[src/rtl/irq_agg_pkg.sv]
// Shared definitions for the interrupt aggregator: register selects and
// the source-invert capability map. Assumes GPIO sources occupy the low bits.
package irq_agg_pkg;

    typedef enum logic [1:0] {
        SEL_STATUS = 2'd0,
        SEL_MASK   = 2'd1,
        SEL_POL    = 2'd2,
        SEL_NONE   = 2'd3
    } reg_sel_e;

    // Invert capability per source: every GPIO, then busy (fixed), lock, detect, short.
    function automatic logic [31:0] inv_capable(input int n_gpio);
        logic [31:0] m;
        m = '0;
        for (int i = 0; i < n_gpio; i++) m[i] = 1'b1;
        m[n_gpio + 1] = 1'b1;
        m[n_gpio + 2] = 1'b1;
        m[n_gpio + 3] = 1'b1;
        return m;
    endfunction

endpackage

[src/rtl/irq_input_sync.sv]
// Multi-stage synchronizer for asynchronous inputs.
// Assumes inputs are level signals held longer than STAGES clock cycles.
module irq_input_sync #(
    parameter int WIDTH  = 5,
    parameter int STAGES = 2
) (
    input  logic             clk,
    input  logic             rst_n,
    input  logic [WIDTH-1:0] d_i,
    output logic [WIDTH-1:0] q_o
);

    logic [STAGES-1:0][WIDTH-1:0] stage_q;

    generate
        for (genvar s = 0; s < STAGES; s++) begin : g_stage
            // Shift each stage one step toward the output.
            always_ff @(posedge clk) begin
                if (!rst_n)      stage_q[s] <= '0;
                else if (s == 0) stage_q[s] <= d_i;
                else             stage_q[s] <= stage_q[(s == 0) ? 0 : s - 1];
            end
        end
    endgenerate

    assign q_o = stage_q[STAGES-1];

endmodule

[src/rtl/irq_status_latch.sv]
// Sticky status word: bits set from active conditions and clear on a read
// strobe. A set in the clearing cycle takes precedence.
module irq_status_latch #(
    parameter int N = 9
) (
    input  logic         clk,
    input  logic         rst_n,
    input  logic [N-1:0] set_i,
    input  logic         clr_i,
    output logic [N-1:0] status_o
);

    // Update the latched word: clear on read, then OR in new conditions.
    always_ff @(posedge clk) begin
        if (!rst_n) status_o <= '0;
        else        status_o <= (clr_i ? '0 : status_o) | set_i;
    end

    // an active condition is latched on the next edge, even when a clear happens in the same cycle
    p_set_latches_r1: assert property (@(posedge clk) disable iff (!rst_n)
        (|set_i) |=> ((status_o & $past(set_i)) == $past(set_i)));

    // without a clear no set bit is lost
    p_sticky_hold_r2: assert property (@(posedge clk) disable iff (!rst_n)
        (!clr_i) |=> ((status_o & $past(status_o)) == $past(status_o)));

    // a clear with no active condition empties the word
    p_clear_empties_r3: assert property (@(posedge clk) disable iff (!rst_n)
        (clr_i && !(|set_i)) |=> (status_o == '0));

endmodule

[src/rtl/irq_regs.sv]
// Register port: mask and polarity storage, read mux with one-cycle latency,
// and the clear strobe for the status word. Assumes one access per cycle.
module irq_regs
    import irq_agg_pkg::*;
#(
    parameter int N       = 9,
    parameter int N_GPIO  = 5,
    parameter int DATA_W  = 16
) (
    input  logic              clk,
    input  logic              rst_n,
    input  logic              wr_i,
    input  logic              rd_i,
    input  logic [1:0]        addr_i,
    input  logic [DATA_W-1:0] wdata_i,
    input  logic [N-1:0]      status_i,
    output logic [N-1:0]      mask_o,
    output logic [N-1:0]      inv_o,
    output logic              out_pol_o,
    output logic              status_clr_o,
    output logic [DATA_W-1:0] rdata_o
);

    localparam logic [N-1:0] INV_OK = N'(inv_capable(N_GPIO));

    reg_sel_e sel;
    logic     unused_wdata;

    assign sel          = reg_sel_e'(addr_i);
    assign status_clr_o = rd_i && (sel == SEL_STATUS);
    assign unused_wdata = ^wdata_i[DATA_W-1:N+1];

    // Mask word storage, all sources masked out of reset.
    always_ff @(posedge clk) begin
        if (!rst_n)                        mask_o <= '1;
        else if (wr_i && sel == SEL_MASK)  mask_o <= wdata_i[N-1:0];
    end

    // Invert and output-polarity storage; non-invertible positions stay 0.
    always_ff @(posedge clk) begin
        if (!rst_n) begin
            inv_o     <= '0;
            out_pol_o <= 1'b0;
        end else if (wr_i && sel == SEL_POL) begin
            inv_o     <= wdata_i[N-1:0] & INV_OK;
            out_pol_o <= wdata_i[N];
        end
    end

    // Registered read mux.
    always_ff @(posedge clk) begin
        if (!rst_n) rdata_o <= '0;
        else if (rd_i) begin
            unique case (sel)
                SEL_STATUS: rdata_o <= {{(DATA_W-N){1'b0}}, status_i};
                SEL_MASK:   rdata_o <= {{(DATA_W-N){1'b0}}, mask_o};
                SEL_POL:    rdata_o <= {{(DATA_W-N-1){1'b0}}, out_pol_o, inv_o};
                default:    rdata_o <= '0;
            endcase
        end
    end

    // reset leaves everything masked and all polarity bits clear
    p_reset_values_r9: assert property (@(posedge clk)
        !rst_n |=> (mask_o == '1 && inv_o == '0 && !out_pol_o));

    // a mask read returns the pre-edge mask one cycle later
    p_mask_read_r10: assert property (@(posedge clk) disable iff (!rst_n)
        (rd_i && sel == SEL_MASK) |=> (rdata_o[N-1:0] == $past(mask_o)));

    // the busy flag is never inverted
    p_busy_not_inv_r6: assert property (@(posedge clk) disable iff (!rst_n)
        (wr_i && sel == SEL_POL) |=> !inv_o[N_GPIO]);

endmodule

[src/rtl/irq_aggregator.sv]
// Interrupt aggregator top: synchronizes GPIO sources, applies per-source
// polarity, latches sticky status and drives one masked, polarity-selectable
// interrupt line. Assumes non-GPIO sources are already in the clk domain.
module irq_aggregator #(
    parameter int N_GPIO      = 5,
    parameter int SYNC_STAGES = 2,
    parameter int DATA_W      = 16
) (
    input  logic              clk,
    input  logic              rst_n,
    input  logic [N_GPIO-1:0] gpio_i,
    input  logic              seq_busy_i,
    input  logic              lock_i,
    input  logic              mic_det_i,
    input  logic              mic_short_i,
    input  logic              reg_wr_i,
    input  logic              reg_rd_i,
    input  logic [1:0]        reg_addr_i,
    input  logic [DATA_W-1:0] reg_wdata_i,
    output logic [DATA_W-1:0] reg_rdata_o,
    output logic              irq_o
);

    localparam int N = N_GPIO + 4;

    logic [N_GPIO-1:0] gpio_s;
    logic [N-1:0]      raw_src, cond, status, mask, inv;
    logic              out_pol, status_clr;

    irq_input_sync #(.WIDTH(N_GPIO), .STAGES(SYNC_STAGES)) u_sync (
        .clk(clk), .rst_n(rst_n), .d_i(gpio_i), .q_o(gpio_s)
    );

    assign raw_src = {mic_short_i, mic_det_i, lock_i, seq_busy_i, gpio_s};
    assign cond    = raw_src ^ inv;

    irq_status_latch #(.N(N)) u_status (
        .clk(clk), .rst_n(rst_n), .set_i(cond), .clr_i(status_clr),
        .status_o(status)
    );

    irq_regs #(.N(N), .N_GPIO(N_GPIO), .DATA_W(DATA_W)) u_regs (
        .clk(clk), .rst_n(rst_n), .wr_i(reg_wr_i), .rd_i(reg_rd_i),
        .addr_i(reg_addr_i), .wdata_i(reg_wdata_i), .status_i(status),
        .mask_o(mask), .inv_o(inv), .out_pol_o(out_pol),
        .status_clr_o(status_clr), .rdata_o(reg_rdata_o)
    );

    // Combine unmasked status bits and apply the output polarity.
    assign irq_o = (|(status & ~mask)) ^ out_pol;

    // right after all sources are masked the line sits at its idle level
    p_all_masked_idle_r5: assert property (@(posedge clk) disable iff (!rst_n)
        (reg_wr_i && reg_addr_i == 2'd1 && reg_wdata_i[N-1:0] == '1)
        |=> (irq_o == out_pol));

endmodule

[config.mk]
export PLATFORM = sky130hd
export DESIGN_NAME = irq_aggregator
export DESIGN_NICKNAME = d
export VERILOG_FILES = /design/src/rtl/irq_agg_pkg.sv /design/src/rtl/irq_input_sync.sv /design/src/rtl/irq_status_latch.sv /design/src/rtl/irq_regs.sv /design/src/rtl/irq_aggregator.sv
export SDC_FILE = /design/constraint.sdc
export NUM_CORES = 1
export LEC_CHECK = 0
export ABC_AREA = 0
export BUFFER_PORTS_ARGS = -buffer_cell sky130_fd_sc_hd__clkbuf_2
export CELL_PAD_IN_SITES_DETAIL_PLACEMENT = 0
export CELL_PAD_IN_SITES_GLOBAL_PLACEMENT = 1
export CORE_ASPECT_RATIO = 2
export CORE_MARGIN = 2
export CORE_UTILIZATION = 39
export DETAILED_ROUTE_END_ITERATION = 6
export PLACE_DENSITY_LB_ADDON = 0.15
export REMOVE_ABC_BUFFERS = 1
export SETUP_SLACK_MARGIN = 0.15
export SYNTH_ARGS = -nofsm -noshare
export SYNTH_HDL_FRONTEND = slang
export SYNTH_SLANG_ARGS = --single-unit
export TNS_END_PERCENT = 50
[constraint.sdc]
create_clock -name clk -period 1.2 [get_ports clk]
set_clock_uncertainty 0.15 [all_clocks]
set_input_delay 0.18 -clock clk [delete_from_list [all_inputs] [get_ports clk]]
set_output_delay 0.18 -clock clk [all_outputs]
set_load 0.02 [all_outputs]
Word level (Yosys, flattened, before mapping)
Index checks and enable logic that the tools add are counted.

storage, ports and cells
  register bits after elaboration = 53
  logic and storage cells = 21
  output and inout bits = 17

cells by class
  bitwise operators = 5
  muxes and demuxes = 2
  eq/ne operators = 2
  reductions and logical operators = 5

operators with widths
  operator                                                         number
  10-bit case mux with 3 select lines                              1
  9-bit AND                                                        1
  9-bit 2-to-1 mux                                                 1
  9-bit NOT                                                        1
  9-bit OR                                                         1
  9-bit OR reduction                                               1
  9-bit bitwise XOR                                                1
  1-bit logical AND                                                3
  2-bit by 1-bit == test with 1-bit output, second input constant  1
  2-bit == test, second input constant                             1
  2-bit logical NOT                                                1
  1-bit bitwise XOR                                                1

Logic depth before layout (Yosys ltp)
Gate-level depths: netlist of run 1.

  depth after elaboration = 4
  mapped depth = 6
  gate-level depth less buffers = 4

Hierarchy
Synthesis of run 1 repeated with hierarchy kept, for this count alone.

second synthesis, totals
  cells, all modules = 220
  area, all modules = 2,092.0 um^2

by module, submodules not included
  module            times used  sequential area each (um^2)  cells each  area each (um^2)
  irq_regs          1           560.5                        144         1,296.2
  irq_status_latch  1           180.2                        28          309.0
  irq_input_sync    1           200.2                        25          300.3
  irq_aggregator    1           0.0                          23          186.4

Worst setup path after synthesis of run 1
OpenSTA, ideal clock, no wires.

  path kind = reg2out
  start point = reg u_status.status_o[5]
  end point = out irq_o
  slack = -0.120 ns
  buffers on the path = 0
  stages on the path, launching flop included = 5
  data arrival time = 0.990 ns
  required time = 0.870 ns
  cell sequence = dfxtp_1 > inv_1 > o2111ai_1 > nor4_2 > xnor2_1

on the way
  cells in the longest elaborated chain, start to end = 3

RTL lines
  what                      line                    source
  start: declaration        irq_status_latch.sv:10  output logic [N-1:0] status_o
  start signal: assignment  irq_status_latch.sv:16  else status_o <= (clr_i ? '0 : status_o) | set_i;
  9-bit AND                 irq_aggregator.sv:50    assign irq_o = (|(status & ~mask)) ^ out_pol;
  9-bit OR reduction        irq_aggregator.sv:50
  1-bit bitwise XOR         irq_aggregator.sv:50
  end: declaration          irq_aggregator.sv:21    output logic irq_o

Every way passes these cells.

Worst setup path in the final report of run 1
  start point = reg u_regs.mask_o[3]
  end point = out irq_o

on the way
  cells in the longest elaborated chain, start to end = 4

RTL lines
  what                      line                  source
  start: declaration        irq_regs.sv:17        output logic [N-1:0] mask_o,
  start signal: assignment  irq_regs.sv:36        else if (wr_i && sel == SEL_MASK) mask_o <= wdata_i[N-1:0];
  9-bit NOT                 irq_aggregator.sv:50
  9-bit AND                 irq_aggregator.sv:50
  9-bit OR reduction        irq_aggregator.sv:50
  1-bit bitwise XOR         irq_aggregator.sv:50

Every way passes these cells.

==> reports/qor.csv, run 1 <==
stage;metric;value;unit
setup_path;CP Capture Type;output port;
clock_tree;CTS max path bufs;2;
setup_path;largest fanout on the critical path;2;
synth;Post-synth EDFFs;0;
sta;Final Hold Viols;0;
synth;Synth Flop Type;dfxtp_1;
global_routing;largest net degree at the start of global routing;25;
synth;Yosys cell types;26;
clock_tree;CTS tree;built;
sta;post-route setup slack;-0.534;ns
clock_tree;htree depth;2;
setup_path;Crit path buffers/inverters;1;
floorplan;Ports;48;
sta;Final period util;145;%
place;gpl congestion;0.823;
job;max-cap viol count;0;
cells_and_area;Core Util, Final;60.2;%
setup_path;family with the most delay on the worst path;flip-flops;
setup_path;startpoint types;flop;
global_routing;vias in the first global route;1664;
cells_and_area;diode count;0;
floorplan;floorplan row count;36;
sta;Max Freq;577;MHz
place;pre-CTS WS;-0.270;ns
pwr;maximum vdd drop;0.00108;V
synth;yosys warns;0;
synth;largest cells by area after synthesis;dfxtp_1 48%, nand2_1 7.0%, mux2i_1 5.1%, nand3_1 4.8%, nor2b_1 4.1%;
floorplan;die area;0.00570;mm2
setup_path;cell chain of the critical path;nand2b_4 -> o2111ai_2 -> nor4_2 -> xnor2_1 -> buf_4;
synth;cell type with the highest aggregate area in the netlist;dfxtp_1;
sta;Final Max Tran Viols;0;
synth;share of the synthesized area in the top cell type;47.5;%
sta;Final Critical Period;1.73;ns
setup_path;CP Class;reg2out;
global_routing;Tot GR Track Use;19.5;%
cells_and_area;fin nets;338;
sta;final setup violating endpoints;1;
clock_tree;CTS root buf;clkbuf_8;
pwr;PwrDens;1210;mW/mm2
global_routing;first-pass GRT wire length;7.98;mm
pwr;Leakage;0.00131;uW
synth;syn_area_per_cell;8.80;um2
drt;DRT antenna net count;0;
floorplan;Die Y;105;um
clock_tree;clock slew at reported path FFs;0.09;ns
drt;Vias;1743;
setup_path;CP required;0.87;ns
outcome;violated checks;setup timing;
synth;#FFs+latches synth;47;
global_routing;initial antenna violation count;0;
drt;DRT Pass-1 Iters;4;
cells_and_area;share of layout cells above drive strength 1;35.7;%
floorplan;Core ar.;0.00486;mm2
floorplan;Initial Utilization;40.7;%
drt;WL per Instance;13.6;um
place;DPL Wire Length;3.49;mm
drt;Total Wirelength;4.98;mm
global_routing;GR Overflow Total;0;
drt;Initial DRC Count;41;
cells_and_area;synth-to-layout area growth;48.0;%
clock_tree;clock sinks;47;
synth;Synth Instances;225;
worst_hold_path;worst hold path class;in2reg;
drt;# DRC;0;
cells_and_area;fillers;450;
outcome;status;finished with violations;
synth;sequential fraction of the synthesis area;47.5;%
floorplan;Die X;54.4;um
clock_tree;cts bufs inserted;5;
synth;ys async rst share;0;%
place;IO buf count;35;
clock_tree;worst skew pair latency;0.30;ns
setup_path;WP data arrival;1.40;ns
sta;RSZ-0062 raised after global routing;true;
setup_path;crit path max-delay cell type;dfxtp_2;
synth;synthesized area;0.00198;mm2
drt;vias per cell;4.78;
setup_path;crit-path max cell delay;0.33;ns
worst reg2reg max path, cell delays in order (launching register included):
cell and delay, ns:
dfxtp_2 0.34, buf_4 0.10, buf_6 0.08, mux2i_1 0.05
or2_1 0.20, a31oi_1 0.16
cells by family (layout without fill, tap and decap cells):
family	count (synthesis)	in the layout	share of synthesized area [%]
XOR/XNOR	9	9	3.98
flip-flops	47	47	47.5
AND/OR/NAND/NOR	96	96	24.5
AO/OA/AOI/OAI	38	38	11.7
multiplexers	10	10	5.06
other	1	6	0.189
buffers and inverters	24	102	7.02
power breakdown:
part / switching [uW] / total [uW] / leakage [uW] / internal [uW]
combinational: 273 / 614 / 0.000861 / 342
clock: 539 / 1210 / 0.0000612 / 674
sequential: 56.0 / 1710 / 0.000392 / 1650
flip-flops by register name, indices dropped and copies added, names as in the netlist:
| signal | flops |
|---|---|
| u_regs.mask_o | 9 |
| u_regs.rdata_o | 10 |
| u_regs.out_pol_o | 1 |
| u_sync.stage_q | 5 |
| u_regs.inv_o | 8 |
| u_status.status_o | 9 |
| u_sync.q_o | 5 |
stage by stage:
step | hold WS [ns] | cells | power, uW | instance area, um2 | TNS (ns)
2_1_floorplan | 0.102 | 211 | 1940 | 1880 | -1.48
3_3_place_gp | 0.236 | 340 | 2220 | 2440 | -4.76
3_5_place_dp | 0.241 | 340 | 2230 | 2440 | -4.68
4_1_cts | 0.0559 | 364 | 3540 | 2880 | -0.587
5_1_grt | 0.0743 | 365 | 3690 | 2930 | -0.633
6_report | 0.0521 | 365 | 3540 | 2930 | -0.534
worst paths after layout:
path,startpoint,end,slack (ns),cells past startpoint
max,u_regs.mask_o[3]$_SDFFE_PN1P_,irq_o,-0.53,5
min,mic_det_i,u_status.status_o[7]$_SDFF_PN0_,0.05,4
max reg2reg,u_status.status_o[0]$_SDFF_PN0_,u_regs.rdata_o[0]$_SDFFE_PN0P_,0.04,5
min reg2reg,u_sync.stage_q[4]$_SDFF_PN0_,u_sync.q_o[4]$_SDFF_PN0_,0.29,1
cell usage in the layout (no fill, tap or decap), types with 10 or more instances in the layout:
cell type      count
nand2_1           37
dfxtp_2           22
buf_4             25
buf_6             11
clkbuf_2          24
nand3_1           19
dfxtp_1           24
mux2i_1           10
dlygate4sd3_1     16
and2_1            11
buf_8             10
nor2b_1           11
cells in the mapped netlist (3+ instances only):
library cell	number
a21boi_0	10
o21ai_0	8
nand2_1	37
dfxtp_1	47
nand2b_1	4
nand3_1	19
a31oi_1	8
inv_1	5
xor2_1	8
a21oi_1	9
clkbuf_1	3
buf_2	6
or2_1	7
and2_1	11
nor2b_1	13
buf_4	9
mux2i_1	10
layer usage:
layer	track usage [%]	part of all wire, %	up-vias
li1	-	-	892
met1	23.5	41	812
met2	33.0	54	33
met3	3.57	3.3	6
met4	6.43	1.6	0
met5	0	0	-
final cells by class:
cell class | instances | area, um2 | share of cell area (%)
Clock inverter | 2 | 35.0 | 1.20
Sequential cell | 47 | 972 | 33.2
Multi-Input combinational cell | 159 | 947 | 32.3
Inverter | 5 | 18.8 | 0.641
Timing Repair Buffer | 89 | 802 | 27.4
Tap cell | 57 | 71.3 | 2.43
Clock buffer | 6 | 82.6 | 2.82
timing repair:
action	in CTS	in global routing
pin swaps	10	10
hold buffers	16	0
endpoints found under the hold margin	24	0
setup buffers	0	1
endpoints found under the setup margin	29	33
gates resized for setup	52	22
Power figures use the tool's default switching activity.
==> run 2, diff against run 1 <==
- CORE_ASPECT_RATIO: 2 -> 0.6
- PLACE_DENSITY: default -> 0.9
- PLACE_DENSITY_LB_ADDON: 0.15 -> default
==> run 2 against run 1 <==
Net effect: the flow still finishes with violations (setup timing); cell area shrank 2.2%; critical path depth is the same; power shrank 8.0%; sequential cell count is the same; sequential share of layout area grew 0.75 points; worst setup slack lost 0.0047 ns; critical path type unchanged; largest power group unchanged; highest routed layer unchanged.
==> reports/qor.csv, run 2 (synthesized netlist as in run 1, its figures left out) <==
stage;metric;value;unit;change
outcome;status;finished with violations;;
outcome;violated checks;setup timing;;
clock_tree;cts bufs inserted;5;;unchanged
setup_path;crit-path max cell delay;0.35;ns;+0.02 ns
setup_path;startpoint types;flop;;
sta;final hold slack;0.0703;ns;+0.0182 ns
global_routing;GR Overflow Total;0;;unchanged
setup_path;cell chain of the critical path;nand2b_4 -> o2111ai_2 -> nor4_2 -> xnor2_1 -> buf_4;;
clock_tree;CTS tree;built;;
sta;post-route setup slack;-0.539;ns;-0.00466 ns
floorplan;Ports;48;;unchanged
drt;Initial DRC Count;63;;+54%
setup_path;Crit path buffers/inverters;1;;unchanged
floorplan;Die X;96.0;um;+76%
setup_path;CP Class;reg2out;;
floorplan;Initial Utilization;39.7;%;-0.94 points
global_routing;largest net degree at the start of global routing;48;;+92%
setup_path;CP required;0.87;ns;about the same
pwr;P_sw;823;uW;-5.1%
cells_and_area;Seq. cell area;972;um2;unchanged
setup_path;crit path max-delay cell type;dfxtp_2;;
clock_tree;clock slew at reported path FFs;0.08;ns;about the same
cells_and_area;share of layout cells above drive strength 1;35.1;%;-0.63 points
pwr;internal cell power;2430;uW;-8.9%
cells_and_area;max FFs per register;10;;unchanged
place;IO buf count;35;;unchanged
global_routing;vias in the first global route;1635;;-1.7%
floorplan;floorplan row count;20;;-44%
setup_path;CP Capture Type;output port;;
drt;DRT antenna net count;0;;unchanged
pwr;Flop pwr share;52.5;%;+4.2 points
setup_path;WP data arrival;1.41;ns;about the same
drt;WL per Instance;12.9;um;-5.6%
global_routing;Tot GR Track Use;18.5;%;-0.95 points
clock_tree;CTS root buf;clkbuf_8;;
drt;Vias;1726;;-0.98%
floorplan;die area;0.00568;mm2;-0.28%
sta;Final Critical Period;1.74;ns;+0.00466 ns
job;max-cap viol count;0;;unchanged
setup_path;family with the most delay on the worst path;flip-flops;;
floorplan;Die Y;59.2;um;-43%
pwr;switching share of power;25.3;%;+0.77 points
cells_and_area;design area;0.00286;mm2;-2.2%
cells_and_area;most frequent cells in the layout;36 x nand2_1, 27 x buf_4, 26 x dfxtp_1;;
cells_and_area;synth-to-layout area growth;44.7;%;
drt;# DRC;0;;unchanged
sta;RSZ-0062 raised after global routing;true;;
cells_and_area;fin nets;336;;-0.59%
pwr;Leakage;0.00128;uW;-2.7%
clock_tree;worst skew pair latency;0.30;ns;about the same
clock_tree;clock sinks;47;;unchanged
cells_and_area;Top Registers;u_regs.rdata_o (10), u_regs.mask_o (9), u_status.status_o (9);;
cells_and_area;Multi-input gate area;948;um2;+0.13%
cells_and_area;largest reg by FF count;u_regs.rdata_o;;
pwr;Pwr Total;3260;uW;-8.0%
sta;final setup violating endpoints;1;;unchanged
setup_path;largest fanout on the critical path;3;;+1
global_routing;initial antenna violation count;0;;unchanged
drt;DRT Pass-1 Iters;4;;unchanged
drt;Total Wirelength;4.77;mm;-4.1%
sta;Final Max Tran Viols;0;;unchanged
pwr;Clock power frac;29.1;%;-5.2 points
cells_and_area;diode count;0;;unchanged
cells_and_area;most common cell after layout, fill and taps aside;nand2_1;;
pwr;PwrDens;1140;mW/mm2;-5.9%
pwr;maximum vdd drop;0.000573;V;-47%
place;DPL Wire Length;3.42;mm;-1.9%
place;Post-DP Area;0.00242;mm2;-0.87%
drt;DR WL met3;327;um;+100%
clock_tree;htree depth;2;;unchanged
sta;Final Hold Viols;0;;unchanged
floorplan;Core ar.;0.00498;mm2;+2.4%
clock_tree;setup repair bufs after CTS;0;;unchanged
place;gpl congestion;0.809;;-1.7%
drt;met2 routed WL;1.97;mm;-27%
global_routing;first-pass GRT wire length;7.69;mm;-3.7%
drt;vias per cell;4.65;;-2.6%
worst_hold_path;worst hold path class;in2reg;;
sta;Max Freq;575;MHz;-0.27%
drt;top layer in use;met4;;
cells_and_area;fillers;441;;-2.0%
pwr;Gate power share;18.3;%;+0.9 points
sta;Final period util;145;%;+0.39 points
clock_tree;CTS max path bufs;2;;unchanged
drt;wl on met1;2.44;mm;+20%
[run 2: changes by cell type in the layout (fill, tap and decap cells not counted), moves of 2 or more]
| cell | previous run | this run |
|---|---|---|
| dfxtp_1 | 24 | 26 |
| buf_6 | 11 | 9 |
| nand2_2 | 0 | 2 |
| dfxtp_2 | 22 | 19 |
| buf_4 | 25 | 27 |
| buf_12 | 3 | 1 |
[run 2: worst paths after layout]
path,from,endpoint,slack (ns),cells past startpoint
max,u_regs.mask_o[3]$_SDFFE_PN1P_,irq_o,-0.54,5
min,lock_i,u_status.status_o[6]$_SDFF_PN0_,0.07,4
max reg2reg,u_status.status_o[7]$_SDFF_PN0_,u_regs.rdata_o[7]$_SDFFE_PN0P_,0.09,4
min reg2reg,u_sync.stage_q[2]$_SDFF_PN0_,u_sync.q_o[2]$_SDFF_PN0_,0.29,1
[run 2: repair_timing]
action	4_1_cts	5_1_grt
hold endpoints to repair	22	0
pin swaps	15	8
endpoints found under the setup margin	25	29
hold buffers	16	0
gates resized for setup	48	22
[run 2: area by class of cell]
class | count | area share [%]
Sequential cell | 47 | 33.9
Multi-Input combinational cell | 159 | 33.1
Timing Repair Buffer | 87 | 26.3
Clock buffer | 6 | 2.88
Tap cell | 66 | 2.88
Inverter | 5 | 0.655
Clock inverter | 1 | 0.175
[run 2: power by group through the flow]
| stage | clock [uW] | combinational (uW) | sequential, uW |
|---|---|---|---|
| global route | 1050 | 653 | 1720 |
| floorplan | 0 | 197 | 1750 |
| global placement | 0 | 486 | 1720 |
| CTS | 983 | 577 | 1700 |
| detailed placement | 0 | 489 | 1720 |
| finish | 949 | 596 | 1710 |
[run 2: per-stage QoR]
stage                     utilization (%)  cells  TNS (ns)  setup slack, ns
final                                57.5    371    -0.539           -0.539
after global placement               48.6    348     -2.36           -0.250
after global routing                 57.5    371    -0.618           -0.618
after CTS                            56.5    371    -0.609           -0.609
after detailed placement             48.6    348     -2.62           -0.267
after floorplan                         -    211     -1.48           -0.120
[run 2: worst reg2reg max path, stage by stage (launching register included)]
cell and delay, ns:
dfxtp_2 0.34, buf_6 0.09, mux2i_1 0.05, or2_1 0.23
a31oi_1 0.17
[run 2: routing by layer]
metal  up-vias  global-route usage, %
met1       782                   27.4
met3         4                   4.45
met5         -                      0
li1        893                      -
met2        47                   26.4
met4         0                   6.12
